[config.mk]
export PLATFORM = sky130hd
export DESIGN_NAME = crosswise_mult
export DESIGN_NICKNAME = d
export VERILOG_FILES = /design/src/rtl/crosswise_mult.sv
export SDC_FILE = /design/constraint.sdc
export NUM_CORES = 1
export LEC_CHECK = 0
export BUFFER_PORTS_ARGS = -buffer_cell sky130_fd_sc_hd__buf_2
export CAP_MARGIN = 20
export CORE_MARGIN = 2
export CORE_UTILIZATION = 55
export CTS_CLUSTER_SIZE = 20
export DETAILED_ROUTE_END_ITERATION = 10
export PLACE_DENSITY = 0.78
export SYNTH_ARGS = -nofsm -noshare
export SYNTH_HDL_FRONTEND = slang
export SYNTH_SLANG_ARGS = --single-unit
export TNS_END_PERCENT = 50
[constraint.sdc]
create_clock -name clk -period 44.3 [get_ports clk]
set_input_delay 8.86 -clock clk [delete_from_list [all_inputs] [get_ports clk]]
set_output_delay 8.86 -clock clk [all_outputs]
set_load 0.03 [all_outputs]
[src/rtl/crosswise_mult.sv]
module crosswise_mult #(
  parameter int N        = 8,
  parameter bit COMPOSED = 1'b0
) (
  input  logic           clk,
  input  logic           rst,
  input  logic           in_valid,
  input  logic [N-1:0]   a_in,
  input  logic [N-1:0]   b_in,
  output logic           out_valid,
  output logic [2*N-1:0] prod
);
  localparam int PW = 2 * N;
  localparam int H  = N / 2;
  localparam int CW = $clog2(PW + 1) + 1;

  logic [N*N-1:0] ppf;
  logic [PW-1:0]  comb_prod;

  for (genvar i = 0; i < N; i++) begin : g_row
    for (genvar j = 0; j < N; j++) begin : g_col
      assign ppf[i*N+j] = a_in[i] & b_in[j];
    end
  end

  function automatic logic [PW-1:0] colsum(input logic [N*N-1:0] m,
                                           input int bi, input int bj,
                                           input int n);
    logic [CW-1:0] s;
    logic [CW-1:0] cy;
    logic [PW-1:0] r;
    cy = '0;
    r  = '0;
    for (int k = 0; k < PW; k++) begin
      s = cy;
      if (k < 2 * n) begin
        for (int i = 0; i < N; i++) begin
          if (i < n && k - i >= 0 && k - i < n)
            s = s + CW'(m[(bi + i) * N + bj + k - i]);
        end
      end
      r[k] = s[0];
      cy   = s >> 1;
    end
    return r;
  endfunction

  if (COMPOSED) begin : g_quad
    logic [PW-1:0] q_ll, q_lh, q_hl, q_hh, q_mid;
    assign q_ll  = colsum(ppf, 0, 0, H);
    assign q_lh  = colsum(ppf, 0, H, H);
    assign q_hl  = colsum(ppf, H, 0, H);
    assign q_hh  = colsum(ppf, H, H, H);
    assign q_mid = q_lh + q_hl;
    assign comb_prod = q_ll + (q_mid << H) + (q_hh << N);
  end else begin : g_flat
    assign comb_prod = colsum(ppf, 0, 0, N);
  end

  always_ff @(posedge clk) begin
    if (rst) begin
      out_valid <= 1'b0;
      prod      <= '0;
    end else begin
      out_valid <= in_valid;
      if (in_valid) prod <= comb_prod;
    end
  end

  logic [PW-1:0] a_wide, b_wide;
  assign a_wide = {{N{1'b0}}, a_in};
  assign b_wide = {{N{1'b0}}, b_in};

  AST_PRODUCT_MATCH: assert property (@(posedge clk) disable iff (rst)
    in_valid |=> (out_valid && prod == $past(a_wide) * $past(b_wide)));
  AST_IDLE_HOLD: assert property (@(posedge clk) disable iff (rst)
    !in_valid |=> (!out_valid && $stable(prod)));
  AST_RESET_CLEAR: assert property (@(posedge clk)
    rst |=> (!out_valid && prod == '0));
  AST_LSB_COLUMN: assert property (@(posedge clk) disable iff (rst)
    in_valid |=> prod[0] == ($past(a_in[0]) & $past(b_in[0])));
endmodule

==> results by group <==
Global routing
  • Routing usage on met1: 0.285
  • Grt met2 use: 0.340
  • Grt peak-use layer: met2
  • Vias in the first global route: 1957
  • Congestion Overflow GR: 0
  • Largest net degree at the start of global routing: 25
  • First-pass GRT wire length: 8.55 mm
  • GRT Total Usage: 0.201
  • Initial antenna violation count: 0
  • Met3 Track Usage GR: 0.0110

Logic synthesis
  • Most common flop cell mapped by yosys: dfxtp_1
  • Yosys cell types: 31
  • Synth warn: 0
  • Synth Instances: 281
  • Register area share after synthesis: 0.129
  • Synth Net Count: 377
  • Number of synthesized flops with an enable pin: 0
  • Post-Syn Area: 0.00265 sq mm
  • #FFs+latches synth: 17
  • Async SR Flop Fraction: 0
  • Syn avg cell area: 9.41 sq um

CTS
  • Num Clock Sinks: 17
  • CTS Buffer Depth: 2
  • Clk Latency, worst-skew pair: 0.25 ns
  • Hold Buf Count CTS: 0
  • Post-cts repair resize count: 0
  • Clk slew on worst S/H paths: 0.06 ns
  • CTS root buf: clkbuf_8
  • CTS H-tree depth: 1
  • TritonCTS buffer count: 3
  • TritonCTS clock tree: done
  • Post-CTS setup buffers: 0

Route
  • Router iterations before antenna repair: 4
  • Routed WL per cell: 13.6 microns
  • Total routed wirelength: 5.01 mm
  • DRC: 0
  • ANT nets after route: 0
  • Vias: 2022
  • Number of DRC markers in iteration 0: 73
  • Routed vias/inst: 5.49

Finish
  • Layout cell share with drive strength beyond 1: 0.131
  • NumNets Final: 411
  • Layout area overhead: 9.74%
  • Ant. Diodes: 0

Setup path
  • Worst path max stage delay: 0.57 ns
  • Worst Path Buf+Inv: 11
  • Critical path's top delay family: adder cells
  • Slowest-stage cell, CP: fa_1
  • Crit path from: b_in[1]
  • Startpoint Class: primary input
  • Critical path class: primary input to register
  • Max FO, Critical Path: 8
  • Worst setup EP type: register
  • Worst R2R Start: prod[15]
  • Cell repeated most along the worst path: fa_1
  • Critical path arrival: 24.82 ns
  • Worst EP required: 44.47 ns

Place
  • HPWL after detailed placement: 4.21 mm
  • Routability Congestion: 0.807
  • Dpl ws: 19.37 ns
  • Port Buffer Count: 35

STA
  • Min Tclk post-route: 24.65 ns
  • Final Hold Fails: 0
  • Slew @ Worst Pin: 0.471 ns
  • Final setup violation count: 0
  • RSZ-0062 raised after global routing: false
  • Clock skew: 0 ns
  • Final setup margin: 19.65 ns
  • Max transition margin: 0.686
  • Worst hold slack: 0.464 ns
  • Fmax: 40.6 MHz
  • Fin crit share: 0.556
  • Pins Over Slew Limit: 0
  • Setup TNS: 0 ns

Floorplanning
  • Die Area: 0.00538 sq mm
  • Initial core utilization: 0.564
  • I/O pins: 36
  • Die H: 73.4 microns
  • Total core area: 0.00469 sq mm
  • Die extent in x: 73.4 microns
  • Rows: 25

Hold path
  • Hold Path Origin: prod[0]
  • Hold Crit Class: register to register

Flow run
  • Max cap viols: 0

Run status
  • Outcome: complete, no violations
==> sequential cells by signal, indices dropped and copies added, names as in the netlist <==
register   cells
out_valid      1
prod          16
==> stage by stage <==
step	std cells	area [sq um]	utilization
2_1_floorplan	281	2650	-
3_3_place_gp	364	2860	0.609
3_5_place_dp	364	2860	0.609
5_1_grt	368	2900	0.619
4_1_cts	368	2900	0.619
6_report	368	2900	0.619
==> cells in the final DEF, fill, tap and decap left out, types with 6 or more instances in the layout <==
cell	synthesis	routed
dfxtp_1	17	17
nor2_1	16	16
xnor2_1	6	6
inv_1	27	27
xor2_1	9	9
nand2_1	38	38
ha_1	40	40
a21oi_1	15	15
buf_2	0	35
a21o_1	10	10
fa_1	37	37
mux2i_1	9	9
and2_1	26	26
==> cell type report <==
cell class,count,area (sq um)
Tap cell,54,67.6
Timing Repair Buffer,35,175
Fill cell,401,1790
Sequential cell,17,340
Clock buffer,4,45.0
Inverter,27,101
Multi-Input combinational cell,231,2170
==> cell usage after synthesis (2+ instances only) <==
| library cell | count | area share |
|---|---|---|
| a21o_1 | 10 | 0.028 |
| fa_1 | 37 | 0.28 |
| mux2i_1 | 9 | 0.034 |
| inv_1 | 27 | 0.038 |
| a21oi_1 | 15 | 0.028 |
| nand2_1 | 38 | 0.054 |
| a211oi_1 | 5 | 0.014 |
| xnor2_1 | 6 | 0.020 |
| clkbuf_1 | 4 | 0.0057 |
| nand3_1 | 2 | 0.0038 |
| and2_1 | 26 | 0.061 |
| nor2b_1 | 4 | 0.0095 |
| ha_1 | 40 | 0.19 |
| a211o_1 | 2 | 0.0066 |
| dfxtp_1 | 17 | 0.13 |
| xor2_1 | 9 | 0.030 |
| nor2_1 | 16 | 0.023 |
==> cell families (layout without fill, tap and decap cells) <==
group,count (synthesis),after routing,synth area share
and+or+nand+nor,91,91,0.166
DFF,17,17,0.129
adders and majority gates,77,77,0.469
AOI/OAI and AO/OA,39,39,0.103
xor gates and xnor gates,15,15,0.0497
buffers and inverters,33,66,0.0497
muxes,9,9,0.0341
==> worst paths after layout <==
| check | endpoint | slack, ns | depth (start not counted) |
|---|---|---|---|
| max | prod[15] | 19.65 | 52 |
| min | prod[0] | 0.46 | 2 |
| max reg2reg | prod[15] | 43.61 | 2 |
| min reg2reg | prod[0] | 0.46 | 2 |
==> tightest hold or removal path, stage by stage (launching register included) <==
cell,delay (ns)
dfxtp_1,0.31
nand2b_1,0.06
a21oi_1,0.05
==> routing by layer <==
| metal | up-vias | wire, microns |
|---|---|---|
| met3 | 4 | 212 |
| met2 | 47 | 2290 |
| li1 | 989 | - |
| met1 | 982 | 2470 |
| met5 | - | 0 |
| met4 | 0 | 34 |
Power is not shown: default switching activity piles up to over one toggle a cycle in this logic, so the estimate is an artifact.
